<file path="config.mk">
export PLATFORM = sky130hd
export DESIGN_NAME = lsag_top
export DESIGN_NICKNAME = d
export VERILOG_FILES = /design/src/rtl/lsag_pkg.sv /design/src/rtl/lsag_shifter.sv /design/src/rtl/lsag_offset.sv /design/src/rtl/lsag_align.sv /design/src/rtl/lsag_top.sv
export SDC_FILE = /design/constraint.sdc
export NUM_CORES = 1
export LEC_CHECK = 0
export CAP_MARGIN = 20
export CORE_MARGIN = 4
export CORE_UTILIZATION = 40
export CTS_CLUSTER_SIZE = 40
export DETAILED_ROUTE_END_ITERATION = 10
export DONT_BUFFER_PORTS = 1
export PLACE_DENSITY = 0.67
export SLEW_MARGIN = 10
export SYNTH_ARGS = -nofsm -noshare
export SYNTH_HDL_FRONTEND = slang
export SYNTH_HIERARCHICAL = 1
export SYNTH_SLANG_ARGS = --single-unit
</file>
<file path="constraint.sdc">
create_clock -name clk_i -period 0.88 [get_ports clk_i]
set_input_delay 0.264 -clock clk_i [delete_from_list [all_inputs] [get_ports clk_i]]
set_output_delay 0.264 -clock clk_i [all_outputs]
set_load 0.05 [all_outputs]
</file>
<file path="src/rtl/lsag_pkg.sv">
package lsag_pkg;
  localparam int unsigned XLEN   = 32;
  localparam int unsigned IMM_W  = 12;
  localparam int unsigned SAMT_W = $clog2(XLEN);

  typedef enum logic [1:0] {
    SH_LSL = 2'd0,
    SH_LSR = 2'd1,
    SH_ASR = 2'd2,
    SH_ROR = 2'd3
  } shift_e;

  typedef enum logic [1:0] {
    SZ_BYTE = 2'd0,
    SZ_HALF = 2'd1,
    SZ_WORD = 2'd2,
    SZ_WALT = 2'd3
  } size_e;
endpackage

</file>
<file path="src/rtl/lsag_shifter.sv">
module lsag_shifter #(
  parameter int unsigned W     = 32,
  parameter int unsigned AMT_W = $clog2(W)
) (
  input  logic [W-1:0]     data_i,
  input  logic [1:0]       kind_i,
  input  logic [AMT_W-1:0] amt_i,
  output logic [W-1:0]     data_o
);
  import lsag_pkg::*;

  logic [W-1:0] stage [AMT_W+1];

  assign stage[0] = data_i;

  // log2 barrel: stage k moves by 2^k when amt bit k is set
  for (genvar k = 0; k < AMT_W; k++) begin : g_stage
    localparam int unsigned S = 1 << k;
    logic [W-1:0] moved;
    always_comb begin
      unique case (shift_e'(kind_i))
        SH_LSL:  moved = {stage[k][W-1-S:0], {S{1'b0}}};
        SH_LSR:  moved = {{S{1'b0}}, stage[k][W-1:S]};
        SH_ASR:  moved = {{S{stage[k][W-1]}}, stage[k][W-1:S]};
        default: moved = {stage[k][S-1:0], stage[k][W-1:S]};
      endcase
    end
    assign stage[k+1] = amt_i[k] ? moved : stage[k];
  end

  assign data_o = stage[AMT_W];
endmodule

</file>
<file path="src/rtl/lsag_offset.sv">
module lsag_offset #(
  parameter int unsigned W     = 32,
  parameter int unsigned IW    = 12,
  parameter int unsigned AMT_W = $clog2(W)
) (
  input  logic [IW-1:0]    imm_i,
  input  logic [W-1:0]     reg_i,
  input  logic             use_reg_i,
  input  logic [1:0]       kind_i,
  input  logic [AMT_W-1:0] amt_i,
  output logic [W-1:0]     offs_o
);
  logic [W-1:0] reg_shifted;
  logic [W-1:0] imm_ext;

  lsag_shifter #(.W(W), .AMT_W(AMT_W)) u_shifter (
    .data_i (reg_i),
    .kind_i (kind_i),
    .amt_i  (amt_i),
    .data_o (reg_shifted)
  );

  assign imm_ext = {{(W-IW){1'b0}}, imm_i};
  assign offs_o  = use_reg_i ? reg_shifted : imm_ext;
endmodule

</file>
<file path="src/rtl/lsag_align.sv">
module lsag_align #(
  parameter int unsigned W = 32
) (
  input  logic [W-1:0] addr_i,
  input  logic [1:0]   size_i,
  output logic         misalign_o
);
  import lsag_pkg::*;

  always_comb begin
    unique case (size_e'(size_i))
      SZ_BYTE: misalign_o = 1'b0;
      SZ_HALF: misalign_o = addr_i[0];
      default: misalign_o = |addr_i[1:0];
    endcase
  end
endmodule

</file>
<file path="src/rtl/lsag_top.sv">
module lsag_top
  import lsag_pkg::*;
#(
  parameter int unsigned W     = XLEN,
  parameter int unsigned IW    = IMM_W,
  parameter int unsigned AMT_W = $clog2(W)
) (
  input  logic             clk_i,
  input  logic             rst_ni,
  input  logic             valid_i,
  input  logic [W-1:0]     base_i,
  input  logic [IW-1:0]    imm_i,
  input  logic [W-1:0]     offs_reg_i,
  input  logic             use_reg_i,
  input  logic [1:0]       shift_type_i,
  input  logic [AMT_W-1:0] shift_amt_i,
  input  logic             sub_i,
  input  logic             pre_i,
  input  logic             wb_req_i,
  input  logic [1:0]       size_i,
  output logic             valid_o,
  output logic [W-1:0]     addr_o,
  output logic [W-1:0]     wb_val_o,
  output logic             wb_en_o,
  output logic             misalign_o
);
  logic [W-1:0] offs;
  logic [W-1:0] combined;
  logic [W-1:0] eff_addr;
  logic         mis_d;
  logic         wb_d;

  lsag_offset #(.W(W), .IW(IW), .AMT_W(AMT_W)) u_offset (
    .imm_i     (imm_i),
    .reg_i     (offs_reg_i),
    .use_reg_i (use_reg_i),
    .kind_i    (shift_type_i),
    .amt_i     (shift_amt_i),
    .offs_o    (offs)
  );

  // wraps at W bits
  assign combined = sub_i ? (base_i - offs) : (base_i + offs);
  assign eff_addr = pre_i ? combined : base_i;
  assign wb_d     = ~pre_i | wb_req_i;

  lsag_align #(.W(W)) u_align (
    .addr_i     (eff_addr),
    .size_i     (size_i),
    .misalign_o (mis_d)
  );

  always_ff @(posedge clk_i or negedge rst_ni) begin
    if (!rst_ni) begin
      valid_o    <= 1'b0;
      addr_o     <= '0;
      wb_val_o   <= '0;
      wb_en_o    <= 1'b0;
      misalign_o <= 1'b0;
    end else begin
      valid_o    <= valid_i;
      wb_en_o    <= valid_i & wb_d;
      misalign_o <= valid_i & mis_d;
      if (valid_i) begin
        addr_o   <= eff_addr;
        wb_val_o <= combined;
      end
    end
  end
endmodule

</file>
---- Word-level counts from Yosys, hierarchy flattened ----
Index checks and enable logic that the tools add are counted.
cells by class
  eq/ne operators ......................... 3
  multiplexer cells ....................... 14
  bitwise operators ....................... 4
  add/subtract/negate cells ............... 2
  reduce and logical (&&, ||, !) cells .... 3
operators with widths
  operator                                                                number
  32-bit case mux with 3 select lines                                     5
  32-bit 2-to-1 mux                                                       8
  32-bit adder                                                            1
  32-bit subtractor                                                       1
  2-bit by 1-bit equality test with 1-bit output (second input constant)  2
  2-bit zero test                                                         2
  1-bit AND                                                               2
  2-bit equality test (second input constant)                             1
  1-bit case mux with 2 select lines                                      1
  2-bit OR reduction                                                      1
  1-bit NOT                                                               1
  1-bit OR                                                                1
word-level totals
  register bits after elaboration ......... 67
  word-level logic and storage cells ...... 31
  bits of input ports ..................... 92
  output and inout bits ................... 67

---- Longest topological paths before layout ----
  word-level depth ........................ 18
  gate-level depth with buffers ........... 29
  gate-level depth less buffers ........... 24

---- By module ----
The synthesis kept the hierarchy.
modules (own cells, without submodules)
  module        instances  cells an instance  area an instance (um^2)  seq. area each (um^2)
  lsag_top      1          607                5459.0                   1676.6
  lsag_shifter  1          695                4489.3                   0.0
  lsag_offset   1          35                 319.1                    0.0
  lsag_align    1          3                  12.5                     0.0

---- Least setup slack after synthesis ----
No wires, ideal clock.
  kind .................................... input to register
  start point ............................. in shift_type_i[0]
  end point ............................... reg wb_val_o[26]
  data required time ...................... 755 ps
  stages on the path ...................... 26
  library setup time ...................... 125 ps
  data arrival time ....................... 5453 ps
  setup slack ............................. -4698 ps
  path buffers ............................ 4
  path through ............................ buf_6 buf_6 nor2_1 buf_6 mux4_2 a21oi_1 or2_1 a311oi_1 nor3_1 o22ai_1 mux2_2 inv_1 ha_1 nor2b_1 nand3_1 nor4_1 a21oi_1 xnor2_1 ha_1 clkbuf_1 nand4_1 nor4_1 a41oi_2 o21ai_0 xor2_1 mux2_2
on the way
  cells in the longest elaborated chain, start to end .. 14
  elaborated cells between the ends (all ways) .. 17
  classes of those cells .................. add/sub: 2; eq/ne: 2; mux: 12; reduce/logical: 1
ends and longest elaborated chain
  element                                                   line                source
  from (decl)                                               lsag_top.sv:15      input logic [1:0] shift_type_i,
  2-bit equality test, or another cell as far along         lsag_shifter.sv:21  unique case (shift_e'(kind_i))
  32-bit case mux with 3 select lines                       lsag_shifter.sv:21
  32-bit 2-to-1 mux                                         lsag_shifter.sv:28  assign stage[k+1] = amt_i[k] ? moved : stage[k];
  32-bit case mux with 3 select lines                       lsag_shifter.sv:21
  32-bit 2-to-1 mux                                         lsag_shifter.sv:28
  32-bit case mux with 3 select lines                       lsag_shifter.sv:21
  32-bit 2-to-1 mux                                         lsag_shifter.sv:28
  32-bit case mux with 3 select lines                       lsag_shifter.sv:21
  32-bit 2-to-1 mux                                         lsag_shifter.sv:28
  32-bit case mux with 3 select lines                       lsag_shifter.sv:21
  32-bit 2-to-1 mux (*)                                     lsag_shifter.sv:28
  via u_offset.reg_shifted[0]                               lsag_offset.sv:13   logic [W-1:0] reg_shifted;
  32-bit 2-to-1 mux (*)                                     lsag_offset.sv:24   assign offs_o = use_reg_i ? reg_shifted : imm_ext;
  via offs[0]                                               lsag_top.sv:27      logic [W-1:0] offs;
  32-bit adder / 32-bit subtractor (equally long branches)  lsag_top.sv:43      assign combined = sub_i ? (base_i - offs) : (base_i + offs);
  32-bit 2-to-1 mux (*)                                     lsag_top.sv:43
  to (signal assigned)                                      lsag_top.sv:66      wb_val_o <= combined;
  to (decl)                                                 lsag_top.sv:23      output logic [W-1:0] wb_val_o,
Mark *: on every way through the listed nets, which the timed path passes. The rest lies on a longest branch.
A chain may end at the register's enable or synchronous reset.

---- Worst setup path after layout ----
  start point ............................. in shift_type_i[0]
  end point ............................... reg addr_o[29]
on the way
  cells in the longest elaborated chain, start to end .. 15
  elaborated cells between the ends (all ways) .. 18
  classes of those cells .................. add/sub: 2; eq/ne: 2; mux: 13; reduce/logical: 1
ends and longest elaborated chain
  element                                                   line                source
  2-bit equality test, or another cell as far along         lsag_shifter.sv:21
  32-bit case mux with 3 select lines                       lsag_shifter.sv:21
  32-bit 2-to-1 mux                                         lsag_shifter.sv:28
  32-bit case mux with 3 select lines                       lsag_shifter.sv:21
  32-bit 2-to-1 mux                                         lsag_shifter.sv:28
  32-bit case mux with 3 select lines                       lsag_shifter.sv:21
  32-bit 2-to-1 mux                                         lsag_shifter.sv:28
  32-bit case mux with 3 select lines                       lsag_shifter.sv:21
  32-bit 2-to-1 mux                                         lsag_shifter.sv:28
  32-bit case mux with 3 select lines                       lsag_shifter.sv:21
  32-bit 2-to-1 mux (*)                                     lsag_shifter.sv:28
  via u_offset.reg_shifted[12]                              lsag_offset.sv:13
  32-bit 2-to-1 mux (*)                                     lsag_offset.sv:24
  via offs[12]                                              lsag_top.sv:27
  32-bit adder / 32-bit subtractor (equally long branches)  lsag_top.sv:43
  32-bit 2-to-1 mux (*)                                     lsag_top.sv:43
  32-bit 2-to-1 mux (*)                                     lsag_top.sv:44      assign eff_addr = pre_i ? combined : base_i;
  to (signal assigned)                                      lsag_top.sv:65      addr_o <= eff_addr;
  to (decl)                                                 lsag_top.sv:22      output logic [W-1:0] addr_o,
Marked as above.

==> results.md <==
- CTS tree: yes
- Die footprint: 28100 um^2
- Pleak: 7.13 nW
- Post-route worst setup slack: -4.39 ns
- R2R cell count: 3
- Yosys Warn Count: 6
- CP Class: in2reg
- CP top delay family: simple AND/OR/NAND/NOR gates
- Largest net degree at the start of global routing: 111
- I/O Pins: 159
- WL final: 49.9 mm
- Mean post-synth cell area: 7.70 um^2
- R2r setup slk: -0.20 ns
- Failing checks: hold timing, setup timing
- Iter 0 DRT Violations: 1724
- Minimum clock period: 5.27 ns
- Post-Syn Instances: 1326
- Total track usage: 31.6%
- CTS Buf Count: 9
- Crit path required time: 1.14 ns
- Worst VDD drop: 0.00161 V
- Final GP Congestion: 1.02
- Status: finished, violations left
- Drt pass-1 iters: 8
- Slew headroom: 51.3%
- Vias/cell: 6.32
- Post-Layout Cell Count: 2093
- Worst Path Arrival: 5.53 ns
- Worst-Margin Slew: 0.710 ns
- Cell-by-cell trace of the critical path: or2_4, buf_6, mux4_2, a221oi_4, buf_4, buf_4, a211oi_2, nor3_2, o22ai_1, and2_4, or3_4, nor4_4, buf_4, buf_6, a21oi_2, xnor2_1, ha_1, nand4_1, buf_4, buf_6, a2111oi_4, o221ai_2, mux2_4, a31oi_4
- Initial antenna violation count: 1
- Mapped Area: 10200 um^2
- Largest fanout on the critical path: 74
- Startpoint types: primary input
- Slowest CP cell: or3_4
- Detailed placement HPWL: 34.4 mm
- Hold WC Path Type: in2async
- Final hold viol count: 67
- Via count: 13200
- Post-layout nets: 1884
- Max Cap Viol: 0
- Drt drc: 0
- Smallest hold slack: -0.395 ns
- Die X: 168 um
- Worst Setup End Kind: flip-flop
- Area Overhead vs Synth: 65.6%
- Initial core utilization: 40.7%
- CORE AREA: 25100 um^2
- PwrDens: 1950 nW/um^2
- Routed len/inst: 23.8 um
- Antenna fix cells: 0
- Site row count: 58
- Syn_nets: 1451
- Crit path buf inv count: 7
- CTS H-Tree Depth: 3
- Die Y: 168 um
- Clock Sink Count: 67
- Final period utilization: 599%
- # setup viols final: 132
- Vias in the first global route: 12600
- Final ANT Viol Nets: 0
- First-pass GRT wire length: 71.9 mm
- CTS root buffer: clkbuf_16
- Clock latency on the worst-skew pair: 0.34 ns
- Placed cells: 1977
- Fmax achieved: 190 MHz
- Max-slew violations: 0
- RSZ-0062 raised after global routing: true
- Port-buffer cells: 0
- Cell mode on critical path: buf_4
- Setup TNS: -267.36 ns
- Stages on worst setup path: 24
- Clock transition at the registers of the reported paths: 0.06 ns
- Slowest Stage Delay on Critical Path: 0.40 ns
- Setup Skew: 0 ns
- Grt ovf: 0
- Share of post-route cells with drive strength above 1: 49.7%
- Hold_buf cts: 1
- CTS Buffer Depth: 2
==> through the flow <==
stage,worst slack [ns],power (W),hold WS (ns),util [%],cell area [um^2]
floorplan,-4.26,0.0155,-0.0316,-,10600
global placement,-4.74,0.0244,-0.0297,57.5,14400
detailed placement,-4.90,0.0247,-0.0296,57.5,14400
CTS,-4.16,0.0310,-0.399,64.1,16100
global route,-4.53,0.0342,-0.408,67.3,16900
finish,-4.39,0.0330,-0.395,67.3,16900
==> cell usage in the layout (no fill, tap or decap), types with 24 or more instances in the layout <==
cell type,n
buf_4,413
nor2_1,123
nand2_1,86
a21oi_1,82
o21ai_0,70
dfrtp_1,66
buf_12,64
buf_6,51
mux2_2,45
mux2_4,38
a31oi_1,33
xnor2_1,29
a21oi_2,27
and2_1,27
inv_1,25
nor3_1,24
==> registers in the layout (all words and copies together), names as in the netlist <==
| signal | flops |
|---|---|
| addr_o | 32 |
| wb_val_o | 32 |
| misalign_o | 1 |
| valid_o | 1 |
| wb_en_o | 1 |
==> where the power goes <==
part / internal [W] / leakage [nW] / switching [W]
Sequential: 0.00413 / 0.781 / 0.00124
Clock: 0.00247 / 0.152 / 0.00150
Combinational: 0.0122 / 6.19 / 0.0114
==> repair_timing <==
item                                    CTS  global route
endpoints found under the setup margin  132           132
resized for setup                       168           117
buffers inserted                         73            31
hold endpoints to repair                 68            67
pin swaps                                79            64
==> worst paths after layout <==
check / start / endpoint
worst max-delay path: shift_type_i[0] / addr_o[29]
worst min-delay path: rst_ni / wb_en_o
worst max register to register: addr_o[27] / addr_o[27]
worst min register to register: wb_val_o[0] / wb_val_o[0]
max in group asynchronous: rst_ni / wb_val_o[6]
min in group clk_i: pre_i / addr_o[25]
==> cell type report <==
cell class | instances | area [um^2]
sequential | 67 | 1680
timing repair buffer | 530 | 4980
inverter | 31 | 139
tap | 330 | 413
multi-input combinational | 1120 | 9380
clock buffer | 9 | 225
fill | 1892 | 8210
clock inverter | 6 | 90.1
==> per-layer routing <==
metal | vias to the layer above | track usage [%] | part of all wire (%)
li1 | 5904 | - | -
met3 | 169 | 8.81 | 10
met5 | - | 0 | 0.040
met1 | 6353 | 41.7 | 39
met2 | 809 | 50.0 | 46
met4 | 2 | 10.7 | 4.4
No activity file was read; power rests on OpenSTA's default activity.
